--- src/rtl/ndr_pkg.sv ---
package ndr_pkg;

    localparam int FA_W  = 32;
    localparam int OPC_W = 8;
    localparam int SR_W  = OPC_W + FA_W;

    localparam logic [7:0] OFS_CTRL  = 8'h00;
    localparam logic [7:0] OFS_MODE  = 8'h04;
    localparam logic [7:0] OFS_OPC   = 8'h08;
    localparam logic [7:0] OFS_FADDR = 8'h0C;
    localparam logic [7:0] OFS_DST   = 8'h10;
    localparam logic [7:0] OFS_END   = 8'h14;
    localparam logic [7:0] OFS_STAT  = 8'h18;
    localparam logic [7:0] OFS_INTEN = 8'h1C;

    localparam int CTRL_GO    = 0;
    localparam int CTRL_ABORT = 1;
    localparam int DONE_BIT   = 7;

    localparam int BM_DUAL_RD = 0;
    localparam int BM_DUAL_AD = 1;
    localparam int BM_QUAD_RD = 2;
    localparam int BM_QUAD_AD = 3;
    localparam int BM_WIDE_AD = 4;

    localparam logic [7:0] OPC_FAST = 8'h0B;

    typedef enum logic [2:0] {
        PH_IDLE,
        PH_CMD,
        PH_ADDR,
        PH_DUMMY,
        PH_DATA
    } phase_e;

    // log2 of the number of data lanes
    function automatic logic [1:0] data_lanes_log(input logic [4:0] m);
        if (m[BM_QUAD_RD]) return 2'd2;
        if (m[BM_DUAL_RD]) return 2'd1;
        return 2'd0;
    endfunction

    // log2 of the number of address lanes
    function automatic logic [1:0] addr_lanes_log(input logic [4:0] m);
        if (m[BM_QUAD_RD]) return m[BM_QUAD_AD] ? 2'd2 : 2'd0;
        if (m[BM_DUAL_RD]) return m[BM_DUAL_AD] ? 2'd1 : 2'd0;
        return 2'd0;
    endfunction

    function automatic logic [3:0] dummy_clocks(input logic [1:0] dl,
                                                input logic [1:0] al,
                                                input logic [7:0] opc);
        if (dl != 2'd0) begin
            case (al)
                2'd0:    return 4'd8;
                2'd1:    return 4'd4;
                default: return 4'd6;
            endcase
        end
        return (opc == OPC_FAST) ? 4'd8 : 4'd0;
    endfunction

endpackage

--- src/rtl/ndr_regs.sv ---
module ndr_regs
    import ndr_pkg::*;
#(
    parameter int ADDR_W     = 32,
    parameter int BEAT_BYTES = 16
) (
    input  logic              clk,
    input  logic              rst_n,
    input  logic              reg_we,
    input  logic [7:0]        reg_addr,
    input  logic [31:0]       reg_wdata,
    output logic [31:0]       reg_rdata,
    input  logic              done_i,
    output logic              launch_o,
    output logic              abort_o,
    output logic              busy_o,
    output logic              irq_o,
    output logic [4:0]        mode_o,
    output logic [7:0]        opc_o,
    output logic [FA_W-1:0]   faddr_o,
    output logic [ADDR_W-1:0] dst_o,
    output logic [ADDR_W-1:0] dend_o
);

    localparam int LSB_W = $clog2(BEAT_BYTES);

    typedef struct packed {
        logic              busy;
        logic              launch;
        logic [4:0]        mode;
        logic [7:0]        opc;
        logic [FA_W-1:0]   fa;
        logic [ADDR_W-1:0] dst;
        logic [ADDR_W-1:0] dend;
        logic              stat;
        logic              en;
    } regs_t;

    regs_t q, d;
    logic  zero_done;
    logic  ctrl_wr;

    assign ctrl_wr = reg_we && (reg_addr == OFS_CTRL);
    assign abort_o = ctrl_wr && reg_wdata[CTRL_ABORT];

    always_comb begin
        d         = q;
        d.launch  = 1'b0;
        zero_done = 1'b0;
        if (done_i) d.busy = 1'b0;
        if (reg_we) begin
            case (reg_addr)
                OFS_CTRL: begin
                    if (reg_wdata[CTRL_ABORT]) begin
                        d.busy = 1'b0;
                    end else if (reg_wdata[CTRL_GO] && !q.busy) begin
                        if (q.dend > q.dst) begin
                            d.busy   = 1'b1;
                            d.launch = 1'b1;
                        end else begin
                            zero_done = 1'b1;
                        end
                    end
                end
                OFS_MODE:  d.mode = reg_wdata[4:0];
                OFS_OPC:   d.opc  = reg_wdata[7:0];
                OFS_FADDR: d.fa   = {reg_wdata[FA_W-1:LSB_W], {LSB_W{1'b0}}};
                OFS_DST:   d.dst  = {reg_wdata[ADDR_W-1:LSB_W], {LSB_W{1'b0}}};
                OFS_END:   d.dend = {reg_wdata[ADDR_W-1:LSB_W], {LSB_W{1'b0}}};
                OFS_STAT:  if (reg_wdata[DONE_BIT]) d.stat = 1'b0;
                OFS_INTEN: d.en   = reg_wdata[DONE_BIT];
                default: ;
            endcase
        end
        if ((done_i && !abort_o) || zero_done) d.stat = 1'b1;
    end

    always_ff @(posedge clk or negedge rst_n) begin
        if (!rst_n) q <= '0;
        else        q <= d;
    end

    always_comb begin
        reg_rdata = '0;
        case (reg_addr)
            OFS_CTRL:  reg_rdata[CTRL_GO]  = q.busy;
            OFS_MODE:  reg_rdata[4:0]      = q.mode;
            OFS_OPC:   reg_rdata[7:0]      = q.opc;
            OFS_FADDR: reg_rdata           = q.fa;
            OFS_DST:   reg_rdata           = 32'(q.dst);
            OFS_END:   reg_rdata           = 32'(q.dend);
            OFS_STAT:  reg_rdata[DONE_BIT] = q.stat;
            OFS_INTEN: reg_rdata[DONE_BIT] = q.en;
            default: ;
        endcase
    end

    assign launch_o = q.launch;
    assign busy_o   = q.busy;
    assign irq_o    = q.stat & q.en;
    assign mode_o   = q.mode;
    assign opc_o    = q.opc;
    assign faddr_o  = q.fa;
    assign dst_o    = q.dst;
    assign dend_o   = q.dend;

endmodule

--- src/rtl/ndr_serial.sv ---
module ndr_serial
    import ndr_pkg::*;
#(
    parameter int LEN_W = 32
) (
    input  logic             clk,
    input  logic             rst_n,
    input  logic             launch_i,
    input  logic             abort_i,
    input  logic [4:0]       mode_i,
    input  logic [7:0]       opc_i,
    input  logic [FA_W-1:0]  faddr_i,
    input  logic [LEN_W-1:0] nbytes_i,
    input  logic [3:0]       io_in,
    output logic             sck_o,
    output logic             cs_n_o,
    output logic [3:0]       io_out,
    output logic [3:0]       io_oe,
    output logic             byte_vld_o,
    output logic [7:0]       byte_dat_o
);

    typedef struct packed {
        phase_e            ph;
        logic              sck;
        logic [SR_W-1:0]   sr;
        logic [5:0]        cnt;
        logic [5:0]        aclk;
        logic [1:0]        al;
        logic [1:0]        dl;
        logic [3:0]        dummy;
        logic [7:0]        inb;
        logic [3:0]        nbits;
        logic [LEN_W-1:0]  rem;
    } ser_t;

    ser_t       q, d;
    logic [1:0] l_al, l_dl;
    logic [7:0] nxt_inb;
    logic [3:0] nxt_bits;

    assign l_dl = data_lanes_log(mode_i);
    assign l_al = addr_lanes_log(mode_i);

    always_comb begin
        d          = q;
        byte_vld_o = 1'b0;
        byte_dat_o = q.inb;
        case (q.dl)
            2'd0:    nxt_inb = {q.inb[6:0], io_in[1]};
            2'd1:    nxt_inb = {q.inb[5:0], io_in[1:0]};
            default: nxt_inb = {q.inb[3:0], io_in};
        endcase
        nxt_bits = q.nbits + (4'd1 << q.dl);

        if (abort_i) begin
            d.ph  = PH_IDLE;
            d.sck = 1'b0;
        end else if (launch_i) begin
            d.ph    = PH_CMD;
            d.sck   = 1'b0;
            d.sr    = mode_i[BM_WIDE_AD] ? {opc_i, faddr_i}
                                         : {opc_i, faddr_i[23:0], 8'h00};
            d.cnt   = 6'd8;
            d.al    = l_al;
            d.dl    = l_dl;
            d.aclk  = (mode_i[BM_WIDE_AD] ? 6'd32 : 6'd24) >> l_al;
            d.dummy = dummy_clocks(l_dl, l_al, opc_i);
            d.inb   = '0;
            d.nbits = '0;
            d.rem   = nbytes_i;
        end else if (q.ph != PH_IDLE) begin
            d.sck = ~q.sck;
            if (!q.sck) begin
                // rising serial edge: sample
                if (q.ph == PH_DATA) begin
                    d.inb = nxt_inb;
                    if (nxt_bits == 4'd8) begin
                        byte_vld_o = 1'b1;
                        byte_dat_o = nxt_inb;
                        d.nbits    = '0;
                        d.rem      = q.rem - LEN_W'(1);
                    end else begin
                        d.nbits = nxt_bits;
                    end
                end
            end else begin
                // falling serial edge: advance
                d.cnt = q.cnt - 6'd1;
                case (q.ph)
                    PH_CMD: begin
                        d.sr = q.sr << 1;
                        if (q.cnt == 6'd1) begin
                            d.ph  = PH_ADDR;
                            d.cnt = q.aclk;
                        end
                    end
                    PH_ADDR: begin
                        case (q.al)
                            2'd0:    d.sr = q.sr << 1;
                            2'd1:    d.sr = q.sr << 2;
                            default: d.sr = q.sr << 4;
                        endcase
                        if (q.cnt == 6'd1) begin
                            if (q.dummy != 4'd0) begin
                                d.ph  = PH_DUMMY;
                                d.cnt = {2'b00, q.dummy};
                            end else begin
                                d.ph = PH_DATA;
                            end
                        end
                    end
                    PH_DUMMY: if (q.cnt == 6'd1) d.ph = PH_DATA;
                    PH_DATA:  if (q.rem == '0) d.ph = PH_IDLE;
                    default: ;
                endcase
            end
        end
    end

    always_ff @(posedge clk or negedge rst_n) begin
        if (!rst_n) q <= '0;
        else        q <= d;
    end

    always_comb begin
        io_out = '0;
        io_oe  = '0;
        if (q.ph == PH_CMD) begin
            io_out[0] = q.sr[SR_W-1];
            io_oe     = 4'b0001;
        end else if (q.ph == PH_ADDR) begin
            case (q.al)
                2'd0: begin
                    io_out[0] = q.sr[SR_W-1];
                    io_oe     = 4'b0001;
                end
                2'd1: begin
                    io_out[1:0] = q.sr[SR_W-1 -: 2];
                    io_oe       = 4'b0011;
                end
                default: begin
                    io_out = q.sr[SR_W-1 -: 4];
                    io_oe  = 4'b1111;
                end
            endcase
        end
    end

    assign sck_o  = q.sck;
    assign cs_n_o = (q.ph == PH_IDLE);

endmodule

--- src/rtl/ndr_pack.sv ---
module ndr_pack #(
    parameter int ADDR_W     = 32,
    parameter int BEAT_BYTES = 16
) (
    input  logic                    clk,
    input  logic                    rst_n,
    input  logic                    launch_i,
    input  logic                    abort_i,
    input  logic [ADDR_W-1:0]       dst_i,
    input  logic [ADDR_W-1:0]       dend_i,
    input  logic                    byte_vld_i,
    input  logic [7:0]              byte_dat_i,
    output logic                    mem_we,
    output logic [ADDR_W-1:0]       mem_addr,
    output logic [BEAT_BYTES*8-1:0] mem_wdata,
    output logic                    done_o
);

    localparam int BEAT_W = BEAT_BYTES * 8;
    localparam int IDX_W  = $clog2(BEAT_BYTES);

    typedef struct packed {
        logic [BEAT_W-1:0] acc;
        logic [IDX_W-1:0]  idx;
        logic [ADDR_W-1:0] nxt;
        logic [ADDR_W-1:0] lim;
        logic              we;
        logic [ADDR_W-1:0] wa;
        logic [BEAT_W-1:0] wd;
        logic              last;
    } pk_t;

    pk_t               q, d;
    logic [BEAT_W-1:0] merged;

    always_comb begin
        merged = q.acc;
        for (int k = 0; k < BEAT_BYTES; k++) begin
            if (q.idx == IDX_W'(k)) merged[k*8 +: 8] = byte_dat_i;
        end
    end

    always_comb begin
        d      = q;
        d.we   = 1'b0;
        d.last = 1'b0;
        if (abort_i) begin
            d.idx = '0;
        end else if (launch_i) begin
            d.nxt = dst_i;
            d.lim = dend_i;
            d.idx = '0;
        end else if (byte_vld_i) begin
            d.acc = merged;
            if (q.idx == IDX_W'(BEAT_BYTES - 1)) begin
                d.we   = 1'b1;
                d.wa   = q.nxt;
                d.wd   = merged;
                d.nxt  = q.nxt + ADDR_W'(BEAT_BYTES);
                d.last = (q.nxt + ADDR_W'(BEAT_BYTES)) == q.lim;
                d.idx  = '0;
            end else begin
                d.idx = q.idx + IDX_W'(1);
            end
        end
    end

    always_ff @(posedge clk or negedge rst_n) begin
        if (!rst_n) q <= '0;
        else        q <= d;
    end

    assign mem_we    = q.we;
    assign mem_addr  = q.wa;
    assign mem_wdata = q.wd;
    assign done_o    = q.we & q.last;

endmodule

--- src/rtl/nor_dma_reader.sv ---
module nor_dma_reader
    import ndr_pkg::*;
#(
    parameter int ADDR_W     = 32,
    parameter int BEAT_BYTES = 16
) (
    input  logic                    clk,
    input  logic                    rst_n,
    input  logic                    reg_we,
    input  logic [7:0]              reg_addr,
    input  logic [31:0]             reg_wdata,
    output logic [31:0]             reg_rdata,
    output logic                    irq,
    output logic                    spi_sck,
    output logic                    spi_cs_n,
    output logic [3:0]              spi_io_out,
    output logic [3:0]              spi_io_oe,
    input  logic [3:0]              spi_io_in,
    output logic                    mem_we,
    output logic [ADDR_W-1:0]       mem_addr,
    output logic [BEAT_BYTES*8-1:0] mem_wdata
);

    logic              launch_w, abort_w, busy_w, done_w;
    logic [4:0]        mode_w;
    logic [7:0]        opc_w;
    logic [FA_W-1:0]   faddr_w;
    logic [ADDR_W-1:0] dst_w, dend_w, len_w;
    logic              bvld_w;
    logic [7:0]        bdat_w;

    assign len_w = dend_w - dst_w;

    ndr_regs #(.ADDR_W(ADDR_W), .BEAT_BYTES(BEAT_BYTES)) u_regs (
        .clk(clk), .rst_n(rst_n),
        .reg_we(reg_we), .reg_addr(reg_addr), .reg_wdata(reg_wdata),
        .reg_rdata(reg_rdata), .done_i(done_w),
        .launch_o(launch_w), .abort_o(abort_w), .busy_o(busy_w), .irq_o(irq),
        .mode_o(mode_w), .opc_o(opc_w), .faddr_o(faddr_w),
        .dst_o(dst_w), .dend_o(dend_w)
    );

    ndr_serial #(.LEN_W(ADDR_W)) u_serial (
        .clk(clk), .rst_n(rst_n),
        .launch_i(launch_w), .abort_i(abort_w),
        .mode_i(mode_w), .opc_i(opc_w), .faddr_i(faddr_w), .nbytes_i(len_w),
        .io_in(spi_io_in),
        .sck_o(spi_sck), .cs_n_o(spi_cs_n),
        .io_out(spi_io_out), .io_oe(spi_io_oe),
        .byte_vld_o(bvld_w), .byte_dat_o(bdat_w)
    );

    ndr_pack #(.ADDR_W(ADDR_W), .BEAT_BYTES(BEAT_BYTES)) u_pack (
        .clk(clk), .rst_n(rst_n),
        .launch_i(launch_w), .abort_i(abort_w),
        .dst_i(dst_w), .dend_i(dend_w),
        .byte_vld_i(bvld_w), .byte_dat_i(bdat_w),
        .mem_we(mem_we), .mem_addr(mem_addr), .mem_wdata(mem_wdata),
        .done_o(done_w)
    );

endmodule

--- config.mk ---
export PLATFORM = sky130hd
export DESIGN_NAME = nor_dma_reader
export DESIGN_NICKNAME = d
export VERILOG_FILES = /design/src/rtl/ndr_pkg.sv /design/src/rtl/ndr_regs.sv /design/src/rtl/ndr_serial.sv /design/src/rtl/ndr_pack.sv /design/src/rtl/nor_dma_reader.sv
export SDC_FILE = /design/constraint.sdc
export NUM_CORES = 1
export LEC_CHECK = 0
export CORE_AREA = 2 2 311 236
export DETAILED_ROUTE_END_ITERATION = 6
export DIE_AREA = 0 0 313 238
export PLACE_DENSITY_LB_ADDON = 0.3
export SETUP_SLACK_MARGIN = 0.5
export SYNTH_ARGS = -nofsm -noshare
export SYNTH_HDL_FRONTEND = slang
export SYNTH_SLANG_ARGS = --single-unit
export TNS_END_PERCENT = 1
--- constraint.sdc ---
create_clock -name clk -period 5.51 [get_ports clk]
set_clock_uncertainty 0.1 [all_clocks]
set_input_delay 1.653 -clock clk [delete_from_list [all_inputs] [get_ports clk]]
set_output_delay 1.653 -clock clk [all_outputs]
set_load 0.005 [all_outputs]
## Word level (Yosys, flattened, before mapping)

Index checks and enable logic that the tools add are counted.

| storage, ports and cells | value |
|---|---|
| bits in registers | 563 |
| bits of input ports | 47 |
| output and inout bits | 204 |
| logic and storage cells | 245 |

| operators by class | value |
|---|---|
| add/subtract/negate cells | 6 |
| order comparisons | 1 |
| equal/unequal tests | 38 |
| shift-type cells | 2 |
| multiplexer cells | 117 |
| bitwise operators | 5 |
| reduce and logical (&&, ||, !) cells | 48 |

Operators with widths:

| cell | count |
|---|---|
| 162-bit 2-to-1 mux | 4 |
| 32-bit 2-to-1 mux | 6 |
| 8-bit 2-to-1 mux | 23 |
| 44-bit 2-to-1 mux | 4 |
| 113-bit 2-to-1 mux | 1 |
| 50-bit 2-to-1 mux | 2 |
| 46-bit case mux with 2 select lines | 1 |
| 40-bit case mux with 2 select lines | 1 |
| 36-bit 2-to-1 mux | 2 |
| 24-bit case mux with 3 select lines | 1 |
| 46-bit 2-to-1 mux | 1 |
| 4-bit 2-to-1 mux | 10 |
| 4-bit equality test, second input constant | 9 |
| 32-bit by 5-bit adder with 32-bit output, second input constant | 1 |
| 32-bit equality test | 1 |
| 8-bit by 5-bit equality test with 1-bit output, second input constant | 4 |
| 32-bit greater-than comparator | 1 |
| 32-bit zero test | 1 |
| 32-bit by 1-bit subtractor with 32-bit output, second input constant | 1 |
| 32-bit subtractor | 1 |
| 1-bit 2-to-1 mux | 26 |
| 2-bit 2-to-1 mux | 13 |
| 8-bit by 4-bit equality test with 1-bit output, second input constant | 3 |
| 6-bit 2-to-1 mux | 4 |
| 46 further kinds | 96 |

## Longest topological paths before layout

| depth | value |
|---|---|
| depth after elaboration | 14 |
| depth in mapped cells | 15 |

## Hierarchy

Synthesis repeated with hierarchy kept, for this count alone.

| unflattened totals | value |
|---|---|
| cell total of the unflattened synthesis | 3,258 |
| area total of the unflattened synthesis | 31,204.9 µm² |

Modules (own cells, without submodules):

| module | instances | cells each | area an instance (µm²) | sequential area each (µm²) |
|---|---|---|---|---|
| ndr_pack | 1 | 1,653 | 16,196.8 | 8,758.4 |
| ndr_serial | 1 | 814 | 7,083.0 | 2,652.5 |
| ndr_regs | 1 | 526 | 6,109.6 | 2,527.4 |
| nor_dma_reader | 1 | 265 | 1,815.5 | 0.0 |

## Worst setup path before layout

OpenSTA, ideal clock, no wires.

| path | value |
|---|---|
| path type | input port to output port |
| start | input port reg_addr[7] |
| end | output port reg_rdata[26] |
| arrival | 3.530 ns |
| data required time | 3.757 ns |
| slack | 0.227 ns |
| stages | 7 |
| path buffers | 2 |
| path through | or4_1 nor3_1 and2_1 clkbuf_1 clkbuf_1 a22o_1 a22o_1 |

| on the way | value |
|---|---|
| cells in the longest elaborated chain, start to end | 2 |

RTL lines:

| element | RTL line | RTL |
|---|---|---|
| from (decl) | nor_dma_reader.sv:10 | `input logic [7:0] reg_addr,` |
| 8-bit by 5-bit equality test with 1-bit output or 8-bit by 4-bit equality test with 1-bit output (tied branches) | ndr_regs.sv:85 | `case (reg_addr)` |
| 24-bit case mux with 3 select lines (*) | ndr_regs.sv:85 |  |
| to (decl) | nor_dma_reader.sv:12 | `output logic [31:0] reg_rdata,` |

Every way passes the cells marked *; elsewhere a longest branch is shown, timed or not.

## Worst setup path in the final report

| path | value |
|---|---|
| start | input port reg_addr[1] |
| end | output port reg_rdata[31] |

The elaborated chain is that of the path after synthesis.

==> impl_metrics.yaml <==
route:
  wirelength_mm: 82.46
  drt_pass1_iterations: 5
  avgViaCountPerCell: 5.377
  dr.first_iter.drc_count: 2056
  vias: 22450
  ant_nets: 0
  detail_route.wl_per_cell_um: 19.75
  drc: 0
cts:
  path_clk_slew_ns: 0.06
  clockBufferDepth: 3
  cts_hold_buf: 0
  numCtsBuffers: 54
  cts_tree: "yes"
  cts_root_buffer: "clkbuf_16"
  cts.sinks: 544
  clk_latency_ns: 0.63
  htree_levels: 2
grt:
  grt_pass1_vias: 21020
  grt_pass1_wl_mm: 128.7
  grt.overflow.total: 0
  grt_max_degree: 99
  gr-usage-all-layers: 0.2190
  antenna_found_initial: 2
synthesis:
  syn_area_um2: 28390
  synth_top_cell_by_area: "dfrtp_1"
  synth_top_area_frac: 0.4795
  syn_area_per_cell_um2: 9.087
  async_flop_share: 1.000
  synth_area_leaders: "dfrtp_1 (48%), nand2_1 (9.5%), buf_4 (4.3%), mux2_2 (4.0%), o21ai_0 (3.8%)"
  syn_inst: 3124
  synth-edff-count: 0
  synth_commonest_cells: "nand2_1 (718), dfrtp_1 (544), o21ai_0 (213)"
  yosysSeqAreaShare: 0.4795
  synthFlopType: "dfrtp_1"
  ys_types: 79
  yosys_warnings: 0
  ys_ff_latch: 544
  synthMostInstantiatedCell: "nand2_1"
critical_path:
  r2r_slack_ns: 1.33
  worstPathArrival_ns: 3.48
  worstPathRequired_ns: 3.76
  worstSetupPathType: "in -> out"
  cp-end-kind: "primary output"
  critPathMaxFanout: 4
  cp-start-kind: "primary input"
pwr:
  power.share.clock: 0.407
  power_density_nw_per_um2: 288.6
  p_leak_uw: 0.01517
  seq_power_share: 0.445
  p_sw_frac: 0.2875
  ir_worst_vdd_v: 0.0002918
  p_comb_frac: 0.148
  p_switching_uw: 2750
  power.internal_uw: 6816
placed_design:
  dp_hpwl_mm: 57.02
  gp_congestion: 0.8692
  place_ws_ns: -0.2918
  numPortBuffers: 246
  dp_cells: 4045
final_layout:
  syn_to_final_growth_pct: 16.77
  drive_above_1_share: 0.1184
  final_cells: 4175
  antenna_cells: 0
  nNetsFinal: 3263
floorplan:
  dieWidth_um: 313
  ios: 251
  num_rows: 85
  die_h_um: 238
  coreArea_um2: 71360
  die_area_um2: 74490
  initial_core_util: 0.3978
sta:
  finalMaxSlewViolations: 0
  fin_tns_setup_ns: 0
  maxSlewHeadroom: 0.3448
  fmax_mhz: 191.0
  finalHoldViolations: 0
  timing.hold.ws_ns: 0.3633
  setup_violations: 0
  tightest_slew_ns: 0.9804
  layout_setup_ws_ns: 0.2748
  final.min_clock_period_ns: 5.235
  finalCritPeriodShare: 0.9501
  rsz0062_at_grt: "true"
status:
  outcome: "finished, final reports clean"
flow_run:
  maxCapViolCount: 0
hold_path:
  min_path_type: "reg -> reg"
-- critical path, stage by stage --
cell	delay [ns]
buf_6	0.09
or4_4	0.57
nor3_4	0.21
and2_4	0.20
buf_12	0.14
buf_6	0.12
a22o_1	0.14
a22o_1	0.16
clkdlybuf4s15_1	0.20
-- power groups by stage --
stage / Sequential (µW) / Clock [µW] / Combinational, µW
2_1_floorplan: 4240 / 0 / 923
3_3_place_gp: 4330 / 0 / 1380
3_5_place_dp: 4330 / 0 / 1390
4_1_cts: 4260 / 3980 / 1400
5_1_grt: 4270 / 4140 / 1550
6_report: 4260 / 3890 / 1420
-- worst paths after layout --
path / from / end / cells after the start
worst max-delay path: reg_addr[1] / reg_rdata[31] / 9
worst max register to register: u_serial.q[49] / u_serial.q[13] / 12
min in group asynchronous: rst_n / u_pack.q[260] / 1
worst min-delay path: u_pack.mem_wdata[12] / u_pack.mem_wdata[12] / 2
worst min register to register: u_pack.mem_wdata[12] / u_pack.mem_wdata[12] / 2
max in group asynchronous: rst_n / u_pack.mem_wdata[86] / 2
-- metrics by stage --
stage            util  cell area [µm²]  power [µW]
3_3_place_gp   0.4342            30980        5706
5_1_grt        0.4645            33150        9955
6_report       0.4645            33150        9566
4_1_cts        0.4643            33130        9636
2_1_floorplan       -            28420        5163
3_5_place_dp   0.4342            30980        5715
-- per-layer routing --
metal  routed length [µm]  GRT usage
met5                    0          0
met4                 1503    0.04828
met3                 4562    0.03346
met2                37650     0.3391
met1                38750     0.3235
-- registers in the layout (all words and copies together) (netlist names), 5 cells and up --
register	count
u_pack.mem_addr	28
u_pack.mem_wdata	128
u_pack.q	181
u_regs.dend_o	28
u_regs.dst_o	28
u_regs.faddr_o	28
u_regs.mode_o	5
u_regs.opc_o	8
u_serial.q	104
-- cells by family after synthesis --
group	Yosys count	share of synthesized area
simple gates	1103	0.1665
mux	175	0.06655
fa+ha+maj	43	0.01948
xor+xnor	89	0.02794
compound gates	742	0.1604
flops	544	0.4795
buf+inv	427	0.07947
other cells	1	0.0001321
-- repair_timing --
| action | in CTS | in global routing |
|---|---|---|
| buffers inserted | 23 | 1 |
| setup endpoints to repair | 32 | 32 |
| gates cloned | 5 | 0 |
| resized for setup | 137 | 2 |
| pin swaps | 25 | 8 |
-- cells in the final DEF, fill, tap and decap left out, types with 13 or more instances in the layout --
cell type / n
a211oi_1: 28
a21o_1: 51
a21oi_1: 161
a221oi_1: 24
a22o_1: 56
a22oi_1: 15
a31oi_1: 20
and2_1: 13
and3_1: 15
buf_12: 23
buf_2: 22
buf_4: 81
clkbuf_16: 55
clkdlybuf4s50_1: 207
dfrtp_1: 541
ha_1: 41
inv_1: 55
mux2_2: 100
mux2i_1: 72
nand2_1: 715
nand3_1: 68
nor2_1: 136
nor3_1: 43
nor4_1: 17
o21ai_0: 213
o21ai_1: 64
o22ai_1: 43
or3_1: 15
xnor2_1: 53
xor2_1: 35
-- area by class of cell --
| cell class | instances | area, µm² |
|---|---|---|
| fill | 6821 | 38210 |
| tap | 957 | 1197 |
| inverter | 56 | 210.2 |
| multi-input combinational | 2156 | 12640 |
| sequential | 544 | 13620 |
| timing repair buffer | 361 | 3626 |
| clock inverter | 25 | 285.3 |
| clock buffer | 76 | 1575 |
No activity file was read; power rests on OpenSTA's default activity.
